===== src/rtl/sdc_pkg.sv =====
package sdc_pkg;
    localparam int ARG_W      = 32;
    localparam int IDX_W      = 6;
    localparam int CMD_W      = 10;
    localparam int BIT_RESP   = 6;
    localparam int BIT_LONG   = 7;
    localparam int BIT_NOCRC  = 8;
    localparam int BIT_EN     = 9;
    localparam int CRC_W      = 7;
    localparam logic [CRC_W-1:0] CRC_POLY = 7'h09;
    localparam int SHORT_BITS = 48;
    localparam int LONG_BITS  = 136;
    localparam int HEAD_BITS  = SHORT_BITS - CRC_W - 1;
    localparam int NUM_FLAGS  = 4;
    localparam int FLAG_SENT  = 0;
    localparam int FLAG_OK    = 1;
    localparam int FLAG_CRC   = 2;
    localparam int FLAG_TOUT  = 3;

    typedef enum logic [2:0] {
        S_IDLE,
        S_SEND,
        S_WAIT,
        S_RECV,
        S_GAP
    } sdc_state_e;
endpackage


===== src/rtl/sdc_crc7.sv =====
module sdc_crc7 import sdc_pkg::*; #(
    parameter int N = HEAD_BITS
) (
    input  logic [N-1:0]     data,
    output logic [CRC_W-1:0] crc
);
    always_comb begin
        logic [CRC_W-1:0] acc;
        logic             fb;
        acc = '0;
        for (int i = N - 1; i >= 0; i--) begin
            fb  = data[i] ^ acc[CRC_W-1];
            acc = {acc[CRC_W-2:0], 1'b0};
            if (fb) acc = acc ^ CRC_POLY;
        end
        crc = acc;
    end
endmodule


===== src/rtl/sdc_flags.sv =====
module sdc_flags #(
    parameter int N = 4
) (
    input  logic         clk,
    input  logic         rst_n,
    input  logic [N-1:0] set,
    input  logic [N-1:0] clr,
    output logic [N-1:0] flags
);
    for (genvar g = 0; g < N; g++) begin : g_flag
        always_ff @(posedge clk) begin
            if (!rst_n)      flags[g] <= 1'b0;
            else if (set[g]) flags[g] <= 1'b1;
            else if (clr[g]) flags[g] <= 1'b0;
        end
    end
endmodule


===== src/rtl/sdc_cmd_engine.sv =====
module sdc_cmd_engine import sdc_pkg::*; #(
    parameter int TIMEOUT_CLKS = 64,
    parameter int GAP_CLKS     = 8
) (
    input  logic                 clk,
    input  logic                 rst_n,
    input  logic                 arg_wr,
    input  logic [ARG_W-1:0]     arg_wdata,
    input  logic                 cmd_wr,
    input  logic [CMD_W-1:0]     cmd_wdata,
    input  logic                 clr_wr,
    input  logic [NUM_FLAGS-1:0] clr_wdata,
    input  logic                 cmd_in,
    output logic                 cmd_out,
    output logic                 cmd_oe,
    output logic                 busy,
    output logic [NUM_FLAGS-1:0] status,
    output logic [31:0]          resp0,
    output logic [31:0]          resp1,
    output logic [31:0]          resp2,
    output logic [31:0]          resp3
);
    localparam int SPAN0 = (LONG_BITS > TIMEOUT_CLKS) ? LONG_BITS : TIMEOUT_CLKS;
    localparam int SPAN  = (SPAN0 > GAP_CLKS) ? SPAN0 : GAP_CLKS;
    localparam int CNT_W = $clog2(SPAN + 1);
    localparam logic [CNT_W-1:0] SEND_LAST  = CNT_W'(SHORT_BITS - 1);
    localparam logic [CNT_W-1:0] WAIT_LAST  = CNT_W'(TIMEOUT_CLKS - 1);
    localparam logic [CNT_W-1:0] GAP_LAST   = CNT_W'(GAP_CLKS - 1);
    localparam logic [CNT_W-1:0] SHORT_LAST = CNT_W'(SHORT_BITS - 2);
    localparam logic [CNT_W-1:0] LONG_LAST  = CNT_W'(LONG_BITS - 2);

    sdc_state_e state_q, state_d;
    logic [CNT_W-1:0]      cnt_q;
    logic [SHORT_BITS-1:0] frame_q;
    logic [LONG_BITS-1:0]  sr_q, sr_nx;
    logic [ARG_W-1:0]      arg_q;
    logic want_resp_q, long_q, nocrc_q;
    logic start, abort, rx_done;
    logic [CRC_W-1:0] tx_crc, rx_crc;
    logic [HEAD_BITS-1:0] tx_head;
    logic [NUM_FLAGS-1:0] flag_set, flag_clr;

    assign start   = cmd_wr &  cmd_wdata[BIT_EN];
    assign abort   = cmd_wr & ~cmd_wdata[BIT_EN];
    assign sr_nx   = {sr_q[LONG_BITS-2:0], cmd_in};
    assign tx_head = {2'b01, cmd_wdata[IDX_W-1:0], arg_q};
    assign rx_done = (state_q == S_RECV) &&
                     (cnt_q == (long_q ? LONG_LAST : SHORT_LAST));

    sdc_crc7 #(.N(HEAD_BITS)) u_tx_crc (.data(tx_head), .crc(tx_crc));
    sdc_crc7 #(.N(HEAD_BITS)) u_rx_crc (.data(sr_nx[SHORT_BITS-1:CRC_W+1]), .crc(rx_crc));

    // next-state logic
    always_comb begin
        state_d = state_q;
        unique case (state_q)
            S_IDLE: if (start) state_d = S_SEND;
            S_SEND: if (cnt_q == SEND_LAST) state_d = want_resp_q ? S_WAIT : S_GAP;
            S_WAIT: begin
                if (!cmd_in)                 state_d = S_RECV;
                else if (cnt_q == WAIT_LAST) state_d = S_GAP;
            end
            S_RECV: if (rx_done) state_d = S_GAP;
            S_GAP:  if (cnt_q == GAP_LAST) state_d = S_IDLE;
            default: state_d = S_IDLE;
        endcase
        if (abort) state_d = S_IDLE;
    end

    // state register
    always_ff @(posedge clk) begin
        if (!rst_n) state_q <= S_IDLE;
        else        state_q <= state_d;
    end

    // datapath
    always_ff @(posedge clk) begin
        if (!rst_n) begin
            cnt_q       <= '0;
            frame_q     <= '1;
            sr_q        <= '1;
            arg_q       <= '0;
            want_resp_q <= 1'b0;
            long_q      <= 1'b0;
            nocrc_q     <= 1'b0;
            resp0       <= '0;
            resp1       <= '0;
            resp2       <= '0;
            resp3       <= '0;
        end else begin
            cnt_q <= (state_d != state_q) ? '0 : cnt_q + 1'b1;
            if (arg_wr) arg_q <= arg_wdata;
            if (state_q == S_IDLE && start) begin
                frame_q     <= {tx_head, tx_crc, 1'b1};
                want_resp_q <= cmd_wdata[BIT_RESP];
                long_q      <= cmd_wdata[BIT_LONG];
                nocrc_q     <= cmd_wdata[BIT_NOCRC];
            end else if (state_q == S_SEND) begin
                frame_q <= {frame_q[SHORT_BITS-2:0], 1'b1};
            end
            if (state_q == S_WAIT || state_q == S_RECV) sr_q <= sr_nx;
            if (rx_done && !abort) begin
                if (long_q) begin
                    resp0 <= sr_nx[127:96];
                    resp1 <= sr_nx[95:64];
                    resp2 <= sr_nx[63:32];
                    resp3 <= sr_nx[31:0];
                end else begin
                    resp0 <= sr_nx[39:8];
                    resp1 <= '0;
                    resp2 <= '0;
                    resp3 <= '0;
                end
            end
        end
    end

    // completion flags
    always_comb begin
        flag_set = '0;
        if (!abort) begin
            flag_set[FLAG_SENT] = (state_q == S_SEND) && (cnt_q == SEND_LAST) && !want_resp_q;
            flag_set[FLAG_TOUT] = (state_q == S_WAIT) && (cnt_q == WAIT_LAST) && cmd_in;
            if (rx_done) begin
                if (long_q || nocrc_q || rx_crc == sr_nx[CRC_W:1]) flag_set[FLAG_OK]  = 1'b1;
                else                                               flag_set[FLAG_CRC] = 1'b1;
            end
        end
        flag_clr = clr_wr ? clr_wdata : '0;
    end

    sdc_flags #(.N(NUM_FLAGS)) u_flags (
        .clk(clk), .rst_n(rst_n), .set(flag_set), .clr(flag_clr), .flags(status)
    );

    // outputs
    always_comb begin
        busy    = (state_q != S_IDLE);
        cmd_oe  = (state_q == S_SEND);
        cmd_out = cmd_oe ? frame_q[SHORT_BITS-1] : 1'b1;
    end
endmodule


===== config.mk =====
export PLATFORM = sky130hd
export DESIGN_NAME = sdc_cmd_engine
export DESIGN_NICKNAME = d
export VERILOG_FILES = /design/src/rtl/sdc_pkg.sv /design/src/rtl/sdc_crc7.sv /design/src/rtl/sdc_flags.sv /design/src/rtl/sdc_cmd_engine.sv
export SDC_FILE = /design/constraint.sdc
export NUM_CORES = 1
export LEC_CHECK = 0
export BUFFER_PORTS_ARGS = -buffer_cell sky130_fd_sc_hd__buf_2
export CAP_MARGIN = 20
export CORE_ASPECT_RATIO = 1.75
export CORE_MARGIN = 2
export CORE_UTILIZATION = 45
export DETAILED_ROUTE_END_ITERATION = 8
export PLACE_DENSITY = 0.63
export RECOVER_POWER = 100
export SETUP_SLACK_MARGIN = 0.3
export SLEW_MARGIN = 15
export SYNTH_ARGS = -nofsm -noshare
export SYNTH_HDL_FRONTEND = slang
export SYNTH_HIERARCHICAL = 1
export SYNTH_SLANG_ARGS = --single-unit

===== constraint.sdc =====
create_clock -name clk -period 4.3 [get_ports clk]
set_clock_uncertainty 0.05 [all_clocks]
set_input_delay 0 -clock clk [delete_from_list [all_inputs] [get_ports clk]]
set_output_delay 0 -clock clk [all_outputs]
set_load 0.05 [all_outputs]

After elaboration in Yosys (flattened, before gate mapping). Index checks and enable logic that the tools add are counted.

Flip-flop bits (word level): 352. Word-level logic and storage cells: 313.

Add/sub/neg operators: 1. Equal/unequal tests: 10. Multiplexer cells: 108. Bitwise gates (word level): 156. Reduce and logical (&&, ||, !) cells: 21.

Operator list (number): 4-bit two-way mux (80); 2-bit NOT (76); 32-bit two-way mux (4); 48-bit two-way mux (2); 1-bit XOR (70); 3-bit two-way mux (8); 8-bit by 6-bit == test with 1-bit output, second input constant (2); 3-bit one-hot mux with 5 select lines (1); 1-bit two-way mux (11); 2-bit nonzero test (5); 8-bit by 1-bit adder with 8-bit output, second input constant (1); 8-bit by 3-bit == test with 1-bit output, second input constant (1); 8-bit == test (1); 8-bit two-way mux (1); 7-bit == test (1); 1-bit logical AND (7); 3-bit by 2-bit == test with 1-bit output, second input constant (2); 1-bit XOR, second input constant (6); 2-bit OR reduction (2); 3-bit by 1-bit == test with 1-bit output, second input constant (1); 3-bit == test, second input constant (1); 3-bit zero test (1); 1-bit logical OR (3); 3-bit != test (1); 5 further kinds (8).

Depth between registers and ports, before layout.
Depth after elaboration: 85. Mapped depth: 11. Depth with buffers taken out: 11.

By module. Netlist, hierarchy kept.

By module, submodules not included: sdc_cmd_engine (times used 1, cells each 1560, area an instance 13548.0 um2); sdc_crc7 (times used 2, cells each 60, area an instance 989.7 um2); sdc_flags (times used 1, cells each 12, area an instance 165.2 um2).

Worst setup path before layout. OpenSTA, ideal clock, no wires.

Path kind: reg-to-reg. Start: reg sr_q[45]. End: reg u_flags.flags[2]. Arrival time: 2.955 ns. Required time: 4.135 ns. Setup slack: 1.181 ns. Stages on the path, launching flop included: 10. Buffers on the path: 0. Clock period less this slack: 3.119 ns. Cells stage by stage: dfxtp_1 -> xor3_2 -> xnor3_1 -> xor2_1 -> xnor3_2 -> xnor3_1 -> xor2_1 -> nor4_1 -> nor4_1 -> o21a_1.

Word-level cells in the longest chain between the ends: 42.

RTL lines: start, declared (RTL line sdc_cmd_engine.sv:35) `logic [LONG_BITS-1:0] sr_q, sr_nx;`; start signal, assigned (RTL line sdc_cmd_engine.sv:101) `if (state_q == S_WAIT || state_q == S_RECV) sr_q <= sr_nx;`; 1-bit XOR (*) (RTL line sdc_crc7.sv:12) `fb = data[i] ^ acc[CRC_W-1];`; 4-bit two-way mux (*) (RTL line sdc_crc7.sv:14) `if (fb) acc = acc ^ CRC_POLY;`; 4-bit two-way mux (2 in series) (RTL line sdc_crc7.sv:14); 2-bit NOT (no line); 4-bit two-way mux (RTL line sdc_crc7.sv:14); 1-bit XOR (RTL line sdc_crc7.sv:12); 4-bit two-way mux (3 in series) (RTL line sdc_crc7.sv:14); 2-bit NOT (no line); (+25 left out); net rx_crc[3] (RTL line sdc_cmd_engine.sv:39) `logic [CRC_W-1:0] tx_crc, rx_crc;`; 7-bit == test (*) (RTL line sdc_cmd_engine.sv:125) `if (long_q || nocrc_q || rx_crc == sr_nx[CRC_W:1]) flag_set[FLAG_OK] = 1'b1;`; 1-bit logical OR (*) (RTL line sdc_cmd_engine.sv:125); 1-bit two-way mux (*) (RTL line sdc_cmd_engine.sv:125); 2-bit two-way mux (*) (RTL line sdc_cmd_engine.sv:124) `if (rx_done) begin`; 4-bit two-way mux (*) (RTL line sdc_cmd_engine.sv:121) `if (!abort) begin`; net flag_set[2] (RTL line sdc_cmd_engine.sv:41) `logic [NUM_FLAGS-1:0] flag_set, flag_clr;`; 1-bit two-way mux / 2-bit nonzero test (equally long branches); end signal, assigned by index (RTL line sdc_flags.sv:12) `if (!rst_n) flags[g] <= 1'b0;`; end signal, assigned by index (RTL line sdc_flags.sv:13) `else if (set[g]) flags[g] <= 1'b1;`; end signal, assigned by index (RTL line sdc_flags.sv:14) `else if (clr[g]) flags[g] <= 1'b0;`; end, declared (RTL line sdc_flags.sv:8) `output logic [N-1:0] flags`.

The timed path passes the listed nets; every way through them passes the cells marked *. A chain may end at the register's enable or synchronous reset.

Final worst setup path.
Start: reg sr_q[40]. End: reg u_flags.flags[2].

RTL lines (RTL line): 1-bit XOR (*) (sdc_crc7.sv:12); 4-bit two-way mux (*) (sdc_crc7.sv:14); 1-bit XOR / 4-bit two-way mux (equally long branches) (sdc_crc7.sv:12, sdc_crc7.sv:14); 4-bit two-way mux (sdc_crc7.sv:14); 1-bit XOR, or another cell as far along (sdc_crc7.sv:12); 4-bit two-way mux (sdc_crc7.sv:14); 1-bit XOR, or another cell as far along (sdc_crc7.sv:12); 4-bit two-way mux (sdc_crc7.sv:14); (+18 left out); net rx_crc[3] (sdc_cmd_engine.sv:39); 7-bit == test (*) (sdc_cmd_engine.sv:125); 1-bit logical OR (*) (sdc_cmd_engine.sv:125); 1-bit two-way mux (*) (sdc_cmd_engine.sv:125); 2-bit two-way mux (*) (sdc_cmd_engine.sv:124); 4-bit two-way mux (*) (sdc_cmd_engine.sv:121); net flag_set[2] (sdc_cmd_engine.sv:41); 1-bit two-way mux / 2-bit nonzero test (equally long branches).

Marked as above.

==> impl_metrics.prom <==
# TYPE chip_impl_metric gauge
chip_impl_metric{name="via_count_of_the_first_global_routing_pass",unit=""} 11800
chip_impl_metric{name="numClockSinks",unit=""} 352
chip_impl_metric{name="finalNetCount",unit=""} 1906
chip_impl_metric{name="fmax",unit="MHz"} 277
chip_impl_metric{name="period_needed",unit="ns"} 3.61
chip_impl_metric{name="wl_final",unit="um"} 39100
chip_impl_metric{name="timing.final.crit_share",unit=""} 0.839
chip_impl_info{name="critical_path.slowest_cell",value="sky130_fd_sc_hd__xnor3_1"} 1
chip_impl_metric{name="power.density_cell_area",unit="nW/um^2"} 411
chip_impl_metric{name="tritoncts.num_buffers",unit=""} 34
chip_impl_metric{name="vias_per_cell",unit=""} 5.21
chip_impl_metric{name="routed_wire_length_per_instance",unit="um"} 16.7
chip_impl_metric{name="hold_violations",unit=""} 0
chip_impl_info{name="status",value="finished with violations"} 1
chip_impl_metric{name="area_delta_synth_final",unit="%"} 16.4
chip_impl_metric{name="placed_cells",unit=""} 2220
chip_impl_metric{name="chipHeight",unit="um"} 251
chip_impl_metric{name="share_of_the_synthesized_area_in_the_top_cell_type",unit=""} 0.449
chip_impl_metric{name="coreArea",unit="sq um"} 34500
chip_impl_metric{name="routed-via-count",unit=""} 12200
chip_impl_metric{name="cts-root-to-sink-buffers",unit=""} 3
chip_impl_info{name="timing.critical_path.cells",value="xnor3_1 -> xor2_1 -> xor3_1 -> xnor3_2 -> xnor3_1 -> xor2_1 -> nor4_1 -> clkbuf_1 -> nor4_1 -> o21a_1"} 1
chip_impl_metric{name="async_reset_ff_frac",unit=""} 0
chip_impl_info{name="postSynth.topFlopCell",value="sky130_fd_sc_hd__dfxtp_1"} 1
chip_impl_metric{name="synth_cells",unit=""} 1692
chip_impl_metric{name="start_util",unit=""} 0.455
chip_impl_metric{name="critPathMaxFanout",unit=""} 6
chip_impl_metric{name="setup_viol_count_final",unit=""} 0
chip_impl_metric{name="maxSlewHeadroom",unit=""} -0.825
chip_impl_info{name="synthTopCellsByArea",value="sky130_fd_sc_hd__dfxtp_1 (45%), sky130_fd_sc_hd__nand2_1 (11%), sky130_fd_sc_hd__nand3_1 (7.2%)"} 1
chip_impl_metric{name="layout-drive-gt1-share",unit=""} 0.0816
chip_impl_metric{name="critical_path_at",unit="ns"} 3.97
chip_impl_info{name="cts_tree",value="done"} 1
chip_impl_metric{name="fp.dieArea",unit="sq um"} 36400
chip_impl_metric{name="cts_repair_resize_count",unit=""} 0
chip_impl_metric{name="timing_worst_slew_pin_value",unit="ns"} 2.74
chip_impl_info{name="hold_path.class",value="input pin to flop"} 1
chip_impl_metric{name="grt_start_max_net_pins",unit=""} 145
chip_impl_metric{name="syn_area_per_cell",unit="sq um"} 9.27
chip_impl_metric{name="global_route.overflow_total",unit=""} 0
chip_impl_metric{name="drt_pass1_iterations",unit=""} 5
chip_impl_metric{name="globalplace.congestion",unit=""} 0.825
chip_impl_info{name="worstSetupStartpointType",value="flop"} 1
chip_impl_metric{name="path_clk_slew",unit="ns"} 0.07
chip_impl_metric{name="largest_incremental_delay_on_the_critical_path",unit="ns"} 0.49
chip_impl_metric{name="fin_setup_tns",unit="ns"} 0
chip_impl_info{name="failing_checks",value="max-capacitance violations, max-slew violations"} 1
chip_impl_metric{name="drt_first_iter_violations",unit=""} 559
chip_impl_metric{name="layout.filler_cells",unit=""} 3217
chip_impl_metric{name="ir_worst_vdd",unit="mV"} 0.292
chip_impl_metric{name="post-route-drc-count",unit=""} 0
chip_impl_metric{name="req_time_crit_path",unit="ns"} 4.66
chip_impl_metric{name="synth-edff-count",unit=""} 0
chip_impl_metric{name="grt_antenna_before_repair",unit=""} 0
chip_impl_metric{name="timing.final.max_slew_violations",unit=""} 144
chip_impl_metric{name="post_synth_cell_types",unit=""} 58
chip_impl_metric{name="syn-cell-area",unit="sq um"} 15700
chip_impl_metric{name="htree_levels",unit=""} 2
chip_impl_metric{name="ioPinCount",unit=""} 187
chip_impl_metric{name="yosysWarningCount",unit=""} 6
chip_impl_metric{name="num_antenna_cells",unit=""} 0
chip_impl_info{name="timing.critical_path.to_type",value="flop"} 1
chip_impl_metric{name="power.static_leakage",unit="nW"} 8.03
chip_impl_metric{name="yosys_register_bits",unit=""} 352
chip_impl_metric{name="gr-usage-all-layers",unit=""} 0.210
chip_impl_metric{name="final_cells",unit=""} 2335
chip_impl_metric{name="port-buffer-count",unit=""} 186
chip_impl_metric{name="grt_pass1_wl",unit="um"} 63100
chip_impl_info{name="rsz0062_at_grt",value="false"} 1
chip_impl_metric{name="synth_seq_area_share",unit=""} 0.449
chip_impl_metric{name="maxCapViolations",unit=""} 1
chip_impl_info{name="cts_root_buffer",value="sky130_fd_sc_hd__clkbuf_16"} 1
chip_impl_metric{name="rows",unit=""} 90
chip_impl_info{name="worst-setup-path-type",value="flop to flop"} 1
chip_impl_metric{name="insertion_delay",unit="ns"} 0.53
chip_impl_info{name="synth_top_area_cell",value="sky130_fd_sc_hd__dfxtp_1"} 1
chip_impl_metric{name="antenna_violating_nets_post_route",unit=""} 0
chip_impl_metric{name="dieWidth",unit="um"} 145
chip_impl_metric{name="dpl.hpwl",unit="um"} 25500
[kinds of logic (layout without fill, tap and decap cells)]
group           Yosys count  after routing  share of synthesized area
fa+ha+maj                 2              2                    0.00159
simple gates            803            803                      0.227
compound gates          192            192                      0.105
other cells               2              4                   0.000479
xor+xnor                133            133                      0.133
mux                      70             70                     0.0447
flops                   352            352                      0.449
buf+inv                 138            319                     0.0387
[stage by stage]
stage               hold slack, ns  cell area [sq um]  power (mW)  setup slack [ns]   util
floorplan                   0.0675              15700        4.35              1.18      -
global placement             0.208              16800        4.54             0.845  0.488
detailed placement           0.217              16800        4.56             0.723  0.488
CTS                          0.111              18400        7.59             0.716  0.535
global route                 0.190              18300        7.78             0.424  0.530
finish                       0.141              18300        7.51             0.694  0.530
[state kept, by name, summed over array words and instances (netlist names)]
register and cells:
sr_q 127, want_resp_q 1, arg_q 32, u_flags/flags 4
long_q 1, resp0 32, resp3 32, nocrc_q 1
resp1 32, cnt_q 8, state_q 3, frame_q 47
resp2 32
[where the power goes]
part | switching [mW] | leakage [nW] | internal (mW)
logic | 0.461 | 4.63 | 0.656
clock network | 1.29 | 0.537 | 1.70
registers | 0.0666 | 2.86 | 3.34
total | 1.82 | 8.03 | 5.69
[area by class of cell]
class,instances,area (sq um),share of cell area
clock buffers,50,1010,0.0556
clock inverters,9,72.6,0.00397
inverters,3,11.3,0.000617
multi-input cells,1204,8060,0.441
flip-flops and latches,352,7050,0.386
well taps,460,576,0.0315
repair buffers,257,1480,0.0808
[cell usage in the layout, fill, tap and decap left out, types with 36 or more instances in the layout]
| cell type | n |
|---|---|
| sky130_fd_sc_hd__nor2b_1 | 36 |
| sky130_fd_sc_hd__buf_2 | 51 |
| sky130_fd_sc_hd__clkbuf_1 | 145 |
| sky130_fd_sc_hd__a221o_1 | 44 |
| sky130_fd_sc_hd__nand2_1 | 477 |
| sky130_fd_sc_hd__dlygate4sd3_1 | 55 |
| sky130_fd_sc_hd__nand3_1 | 227 |
| sky130_fd_sc_hd__xnor2_1 | 47 |
| sky130_fd_sc_hd__clkbuf_16 | 37 |
| sky130_fd_sc_hd__a21boi_0 | 95 |
| sky130_fd_sc_hd__dfxtp_1 | 351 |
| sky130_fd_sc_hd__mux2i_1 | 69 |
[routing by layer]
| metal | up-vias | wire [um] | track usage |
|---|---|---|---|
| li1 | 6048 | - | - |
| met1 | 5817 | 15600 | 0.245 |
| met2 | 250 | 20900 | 0.394 |
| met3 | 61 | 1580 | 0.0305 |
| met4 | 0 | 1050 | 0.0672 |
| met5 | - | 0 | 0 |
[critical path, delay by kind of cell, from the launching register on]
family / cells / cell delay (ns)
buffers and inverters: 1 / 0.22
and+or+nand+nor: 2 / 0.45
xor gates and xnor gates: 6 / 2.13
AOI/OAI and AO/OA: 1 / 0.21
DFF: 1 / 0.44
[synth_stat cells (all sizes together) (2+ instances only)]
| library cell | number |
|---|---|
| nor3 | 2 |
| and3 | 3 |
| nand4 | 10 |
| o22ai | 2 |
| conb | 2 |
| and4bb | 2 |
| a21boi | 96 |
| xor2 | 24 |
| nor2 | 20 |
| xnor3 | 40 |
| nand3 | 227 |
| nand2 | 478 |
| nand2b | 2 |
| a221o | 44 |
| o21ai | 2 |
| buf | 46 |
| nor2b | 41 |
| nand4b | 2 |
| or3 | 2 |
| ha | 2 |
| nor4 | 4 |
| o211a | 32 |
| a21oi | 2 |
| and4 | 2 |
| xnor2 | 57 |
| inv | 3 |
| clkbuf | 89 |
| mux2i | 69 |
| o21a | 5 |
| xor3 | 12 |
| and2 | 6 |
| dfxtp | 352 |
[final timing paths]
| kind | startpoint | to | slack (ns) | cells past startpoint |
|---|---|---|---|---|
| worst max-delay path | sr_q[40] | u_flags/flags[2] | 0.69 | 10 |
| worst min-delay path | cmd_wdata[9] | state_q[0] | 0.14 | 6 |
| worst max register to register | sr_q[40] | u_flags/flags[2] | 0.69 | 10 |
| worst min register to register | resp3[1] | resp3[1] | 0.41 | 2 |
[what timing repair did]
action | in CTS | in global routing
endpoints found under the hold margin | 110 | 0
buffers inserted | 0 | 0
hold buffers | 55 | 0
Note: power is estimated with default switching activity, not from simulation.
